<file path="config.mk">
export PLATFORM = sky130hd
export DESIGN_NAME = tiny_pipe_cpu
export DESIGN_NICKNAME = d
export VERILOG_FILES = /design/src/rtl/tpc_pkg.sv /design/src/rtl/tpc_imem.sv /design/src/rtl/tpc_dmem.sv /design/src/rtl/tpc_regfile.sv /design/src/rtl/tpc_alu.sv /design/src/rtl/tiny_pipe_cpu.sv
export SDC_FILE = /design/constraint.sdc
export NUM_CORES = 1
export LEC_CHECK = 0
export CAP_MARGIN = 10
export CORE_MARGIN = 8
export CORE_UTILIZATION = 37
export CTS_BUF_LIST = sky130_fd_sc_hd__clkbuf_4 sky130_fd_sc_hd__clkbuf_8
export CTS_CLUSTER_SIZE = 40
export DETAILED_ROUTE_END_ITERATION = 7
export GPL_ROUTABILITY_DRIVEN = 0
export PLACE_DENSITY = 0.55
export SYNTH_ARGS = -nofsm -noshare
export SYNTH_HDL_FRONTEND = slang
export SYNTH_SLANG_ARGS = --single-unit
</file>
<file path="constraint.sdc">
create_clock -name clk -period 3.8 [get_ports clk]
set_clock_uncertainty 0.15 [all_clocks]
set_input_delay 0.57 -clock clk [delete_from_list [all_inputs] [get_ports clk]]
set_output_delay 0.57 -clock clk [all_outputs]
set_load 0.02 [all_outputs]
</file>
<file path="src/rtl/tpc_pkg.sv">
package tpc_pkg;
  localparam int INSN_W     = 8;
  localparam int FLD_W      = 2;
  localparam int NUM_REGS   = 1 << FLD_W;
  localparam int DMEM_WORDS = 1 << FLD_W;

  typedef enum logic [1:0] {
    OP_ADD = 2'b00,
    OP_SUB = 2'b01,
    OP_LD  = 2'b10,
    OP_ST  = 2'b11
  } opc_e;

  typedef struct packed {
    opc_e             op;
    logic [FLD_W-1:0] ra;
    logic [FLD_W-1:0] rb;
    logic [FLD_W-1:0] rd;
  } insn_t;
endpackage

</file>
<file path="src/rtl/tpc_imem.sv">
module tpc_imem #(
  parameter int DEPTH = 16,
  parameter int WIDTH = 8,
  localparam int AW = $clog2(DEPTH)
) (
  input  logic             clk,
  input  logic             we,
  input  logic [AW-1:0]    waddr,
  input  logic [WIDTH-1:0] wdata,
  input  logic [AW-1:0]    raddr,
  output logic [WIDTH-1:0] rdata
);
  logic [WIDTH-1:0] mem [DEPTH];

  always_ff @(posedge clk) begin
    if (we) mem[waddr] <= wdata;
  end

  assign rdata = mem[raddr];
endmodule

</file>
<file path="src/rtl/tpc_dmem.sv">
module tpc_dmem #(
  parameter int DEPTH = 4,
  parameter int WIDTH = 8,
  localparam int AW = $clog2(DEPTH)
) (
  input  logic                   clk,
  input  logic                   rst,
  input  logic                   we,
  input  logic [AW-1:0]          addr,
  input  logic [WIDTH-1:0]       wdata,
  output logic [WIDTH-1:0]       rdata,
  output logic [DEPTH*WIDTH-1:0] dump
);
  logic [WIDTH-1:0] mem [DEPTH];

  always_ff @(posedge clk) begin
    if (we) mem[addr] <= wdata;
  end

  assign rdata = mem[addr];

  for (genvar i = 0; i < DEPTH; i++) begin : g_dump
    assign dump[i*WIDTH +: WIDTH] = mem[i];
  end


  dm_wr_land_chk: assert property (@(posedge clk) disable iff (rst)
    we |=> mem[$past(addr)] == $past(wdata));
endmodule

</file>
<file path="src/rtl/tpc_regfile.sv">
module tpc_regfile #(
  parameter int NREG  = 4,
  parameter int WIDTH = 8,
  localparam int AW = $clog2(NREG)
) (
  input  logic                  clk,
  input  logic                  rst,
  input  logic                  we,
  input  logic [AW-1:0]         wa,
  input  logic [WIDTH-1:0]      wd,
  input  logic [AW-1:0]         ra1,
  input  logic [AW-1:0]         ra2,
  output logic [WIDTH-1:0]      rd1,
  output logic [WIDTH-1:0]      rd2,
  output logic [NREG*WIDTH-1:0] dump
);
  logic [WIDTH-1:0] regs [NREG];

  always_ff @(posedge clk) begin
    if (rst) begin
      for (int i = 0; i < NREG; i++) regs[i] <= '0;
    end else if (we) begin
      regs[wa] <= wd;
    end
  end

  // write-first: a same-cycle write is visible to the reader
  assign rd1 = (we && wa == ra1) ? wd : regs[ra1];
  assign rd2 = (we && wa == ra2) ? wd : regs[ra2];

  for (genvar i = 0; i < NREG; i++) begin : g_dump
    assign dump[i*WIDTH +: WIDTH] = regs[i];
  end


  rf_wr_land_chk: assert property (@(posedge clk) disable iff (rst)
    we |=> regs[$past(wa)] == $past(wd));
endmodule

</file>
<file path="src/rtl/tpc_alu.sv">
module tpc_alu #(
  parameter int WIDTH = 8
) (
  input  logic [WIDTH-1:0] x,
  input  logic [WIDTH-1:0] y,
  input  logic             sub,
  output logic [WIDTH-1:0] z
);
  always_comb begin
    if (sub) z = x - y;
    else     z = x + y;
  end
endmodule

</file>
<file path="src/rtl/tiny_pipe_cpu.sv">
module tiny_pipe_cpu #(
  parameter int DATA_W     = 8,
  parameter int IMEM_DEPTH = 16
) (
  input  logic                                   clk,
  input  logic                                   rst,
  input  logic                                   init_we,
  input  logic                                   init_sel,
  input  logic [$clog2(IMEM_DEPTH)-1:0]          init_addr,
  input  logic [DATA_W-1:0]                      init_data,
  output logic [tpc_pkg::NUM_REGS*DATA_W-1:0]    dbg_regs,
  output logic [tpc_pkg::DMEM_WORDS*DATA_W-1:0]  dbg_dmem
);
  import tpc_pkg::*;

  localparam int PC_W = $clog2(IMEM_DEPTH);

  // fetch
  logic [PC_W-1:0]   pc_q;
  logic [INSN_W-1:0] if_word;

  // decode
  logic        id_vld_q;
  insn_t       id_insn_q;
  logic [DATA_W-1:0] id_a, id_b;

  // execute
  logic        ex_vld_q;
  insn_t       ex_insn_q;
  logic [DATA_W-1:0] ex_a_q, ex_b_q, opa, opb, alu_z, dm_rdata;

  // writeback
  logic              wb_vld_q, wb_wen_q;
  logic [FLD_W-1:0]  wb_rd_q;
  logic [DATA_W-1:0] wb_data_q;
  logic              rf_we;

  // data store port sharing
  logic              dm_we;
  logic [FLD_W-1:0]  dm_addr;
  logic [DATA_W-1:0] dm_wdata;

  always_ff @(posedge clk) begin
    if (rst) pc_q <= '0;
    else     pc_q <= pc_q + 1'b1;
  end

  tpc_imem #(.DEPTH(IMEM_DEPTH), .WIDTH(INSN_W)) imem_i (
    .clk   (clk),
    .we    (rst && init_we && !init_sel),
    .waddr (init_addr),
    .wdata (init_data[INSN_W-1:0]),
    .raddr (pc_q),
    .rdata (if_word)
  );

  always_ff @(posedge clk) begin
    if (rst) begin
      id_vld_q <= 1'b0;
      ex_vld_q <= 1'b0;
      wb_vld_q <= 1'b0;
      wb_wen_q <= 1'b0;
    end else begin
      id_vld_q <= 1'b1;
      ex_vld_q <= id_vld_q;
      wb_vld_q <= ex_vld_q;
      wb_wen_q <= ex_vld_q && (ex_insn_q.op != OP_ST);
    end
  end

  always_ff @(posedge clk) begin
    id_insn_q <= insn_t'(if_word);
    ex_insn_q <= id_insn_q;
    ex_a_q    <= id_a;
    ex_b_q    <= id_b;
    wb_rd_q   <= ex_insn_q.rd;
    wb_data_q <= (ex_insn_q.op == OP_LD) ? dm_rdata : alu_z;
  end

  assign rf_we = wb_vld_q && wb_wen_q;

  tpc_regfile #(.NREG(NUM_REGS), .WIDTH(DATA_W)) rf_i (
    .clk  (clk),
    .rst  (rst),
    .we   (rf_we),
    .wa   (wb_rd_q),
    .wd   (wb_data_q),
    .ra1  (id_insn_q.ra),
    .ra2  (id_insn_q.rb),
    .rd1  (id_a),
    .rd2  (id_b),
    .dump (dbg_regs)
  );

  // bypass from the instruction one stage ahead
  assign opa = (rf_we && wb_rd_q == ex_insn_q.ra) ? wb_data_q : ex_a_q;
  assign opb = (rf_we && wb_rd_q == ex_insn_q.rb) ? wb_data_q : ex_b_q;

  tpc_alu #(.WIDTH(DATA_W)) alu_i (
    .x   (opa),
    .y   (opb),
    .sub (ex_insn_q.op == OP_SUB),
    .z   (alu_z)
  );

  assign dm_we    = rst ? (init_we && init_sel) : (ex_vld_q && ex_insn_q.op == OP_ST);
  assign dm_addr  = rst ? init_addr[FLD_W-1:0] : ex_insn_q.rb;
  assign dm_wdata = rst ? init_data : opa;

  tpc_dmem #(.DEPTH(DMEM_WORDS), .WIDTH(DATA_W)) dmem_i (
    .clk   (clk),
    .rst   (rst),
    .we    (dm_we),
    .addr  (dm_addr),
    .wdata (dm_wdata),
    .rdata (dm_rdata),
    .dump  (dbg_dmem)
  );


  pc_step_chk: assert property (@(posedge clk) disable iff (rst)
    $past(!rst) |-> pc_q == PC_W'($past(pc_q) + 1'b1));

  valid_clr_chk: assert property (@(posedge clk)
    rst |=> !id_vld_q && !ex_vld_q && !wb_vld_q);

  ex_chain_chk: assert property (@(posedge clk) disable iff (rst)
    ex_vld_q |-> $past(id_vld_q));

  wb_chain_chk: assert property (@(posedge clk) disable iff (rst)
    wb_vld_q |-> $past(ex_vld_q));
endmodule

</file>
==> reports/summary.txt <==
Inst Count DP: 986
GR Util All Layers: 14.41%
Starting Density: 37.35%
# DRC: 0
Post-synth ARST share: 0%
DR vias/cell: 5.107
Most frequent cells in the layout: 192 x edfxtp_1, 79 x clkdlybuf4s50_1, 64 x mux4_2, 49 x dfxtp_1, 44 x clkbuf_8
Yosys reg bits: 242
WS Path Type: reg -> reg
Die ar.: 32490 um2
Synth Area in Compound Gates: 1.805%
Post-CTS setup repair buffer count: 0
Psw: 1.618 mW
Cell Area, Synth: 9983 um2
CTS tree: done
Mapped Cells: 559
Grt total ovfl: 0
WP data arrival: 3.86 ns
Avg WL per Cell: 21.95 um
Crit-path max FO: 8
Metal3 WL: 1051 um
Min Tclk post-route: 3.541 ns
LEAKAGE: 4.119 nW
Period utilization: 93.18%
Internal: 4.613 mW
Area Growth Syn to Fin: 21.36%
Final instance area: 12120 um2
Startpoint types: flip-flop
First-pass GRT wire length: 36300 um
Clk slew on worst S/H paths: 0.06 ns
Final hold vios: 0
Antenna Cells: 0
Post-CTS sizing: 0
Ys flop type: edfxtp_1
Synth Area in XOR/XNOR: 2.143%
Post-Route WL: 23270 um
Max Freq: 282.4 MHz
CTS Sinks: 242
Netlist cell types: 46
Status: finished, final reports clean
Synth Area in Simple Gates: 6.881%
Core Rows: 60
Hold WS: 0.1755 ns
Met2 wire length: 12080 um
TritonRoute pass-1 iters: 4
Post-synthesis mux area share: 18.82%
DRT antenna net count: 0
Setup TNS: 0 ns
Die W: 180.3 um
Largest net degree at the start of global routing: 36
Relative slew slack: 38.90%
Clock latency on the worst-skew pair: 0.54 ns
Maximum buffer depth of the clock tree: 3
Initial DRC Count: 259
Peak supply drop: 0.0003423 V
CP Capture Type: flip-flop
Worst hold path class: reg -> reg
RSZ-0062 raised after global routing: no
Comb power frac: 12.9%
Leading cell type in the layout, fill and taps excluded: edfxtp_1
DR top layer: met4
Setup violators final: 0
Post-Layout Cell Count: 1060
Port Buffers: 79
Cell Area, Placed: 11320 um2
Worst-margin pin slew: 0.9116 ns
Design Power: 6.231 mW
Post-Synth Adder-Cell Area: 1.203%
Ratio of total power to cell area: 514.3 nW/um2
Reg power frac: 51.0%
NumNets Final: 713
Syn Nets: 584
Largest family of logic cells by synthesized area: multiplexers
Antenna violations before repair: 0
Htree depth: 2
Final Max Slew Viols: 0
IO Pins: 80
Sw Ratio: 25.97%
Fraction of layout cells with a size suffix above 1: 27.96%
Syn. warnings: 0
Syn_area_per_cell: 17.86 um2
Wire length on met1: 9716 um
Clock network power share: 36.0%
Total of max-cap violations: 0
Worst path required time: 4.12 ns
Vias in the first global route: 5945
CTS Hold Bufs: 0
HPWL after detailed placement: 16230 um
Core box area: 26730 um2
Die height: 180.3 um
CTS Buf Count: 41
Total number of vias: 5413
CTS root buffer: clkbuf_8
Post-synthesis sequential area ratio: 67.78%
Post-synth EDFFs: 192
[routing by layer]
layer	global-route usage, %	vias up
met2	25.74	136
met5	0	-
met4	4.167	0
li1	-	2453
met3	3.246	41
met1	17.15	2783
[cell type report]
type,instances,area (um2)
fillers,2364,14610
flip-flops and latches,242,6768
multi-input cells,287,3080
repair buffers,111,1031
clock buffers,50,650.6
well taps,341,426.7
clock inverters,24,140.1
inverters,5,18.77
[through the flow]
step	setup slack, ns	utilization (%)
global placement	0.3398	42.37
detailed placement	0.2623	42.37
finish	0.2590	45.33
global route	0.02186	45.33
floorplan	0.5119	-
CTS	0.2503	45.33
[path summary, 6_finish.rpt]
kind | cells past startpoint | to | start | slack, ns
max | 13 | wb_data_q[7] | wb_rd_q[0] | 0.26
min reg2reg | 0 | ex_insn_q[6] | id_insn_q[6] | 0.18
max reg2reg | 13 | wb_data_q[7] | wb_rd_q[0] | 0.26
min | 0 | ex_insn_q[6] | id_insn_q[6] | 0.18
[state kept, by name, summed over array words and instances, names as in the netlist]
register,flops
imem_i.mem,128
pc_q,4
ex_b_q,8
wb_rd_q,2
id_insn_q,8
wb_vld_q,1
wb_wen_q,1
id_vld_q,1
wb_data_q,8
ex_a_q,8
ex_insn_q,8
dmem_i.mem,32
ex_vld_q,1
rf_i.regs,32
[cell usage after synthesis, drive strengths merged, types with 2 or more instances]
library cell  count  share of area (%)
clkbuf           12               0.45
nor4b             2               0.18
a21oi             9               0.45
or2               4               0.25
o31ai             2               0.15
o21ai            10               0.50
mux2             30                3.4
nor3b             3               0.23
buf              13               0.73
xnor2             7               0.61
nor2b             8               0.50
nor4              2               0.13
nor2             32                1.2
a21o              2               0.15
and2             33                2.1
nand2b            4               0.25
edfxtp          192                 58
nand3b            2               0.15
mux2i            10                1.0
a31oi             2               0.13
a21boi            3               0.23
mux4             64                 14
and3b             2               0.18
nor3             11               0.88
xor2             14                1.3
a211oi            2               0.20
ha                8                1.0
nand3             2               0.10
nand2            13               0.51
inv               5               0.19
or3               2               0.13
dfxtp            50                 10
[power groups by stage]
stage	Sequential (mW)	Clock, mW	Combinational, mW
finish	3.18	2.25	0.806
global route	3.20	2.43	0.887
CTS	3.18	2.32	0.819
detailed placement	3.24	0	0.813
global placement	3.24	0	0.800
floorplan	3.16	0	0.588
[worst max-delay path: stages (launching register included)]
cell and delay (ns):
dfxtp_1 0.54, xor2_1 0.16, nor3_4 0.22, mux2_2 0.36, nor2b_1 0.14, xnor2_1 0.26
inv_1 0.08, ha_1 0.28, nor2b_1 0.12, o21ai_0 0.23, o21ai_0 0.21, a31oi_1 0.21
xnor3_1 0.40, o21ai_1 0.11
[cells by family (layout without fill, tap and decap cells)]
kind of cell | after synthesis | after routing
flops | 242 | 242
xor+xnor | 22 | 22
fa+ha+maj | 9 | 9
compound gates | 30 | 30
mux | 104 | 104
simple gates | 122 | 122
buf+inv | 30 | 190
Power figures use the tool's default switching activity.
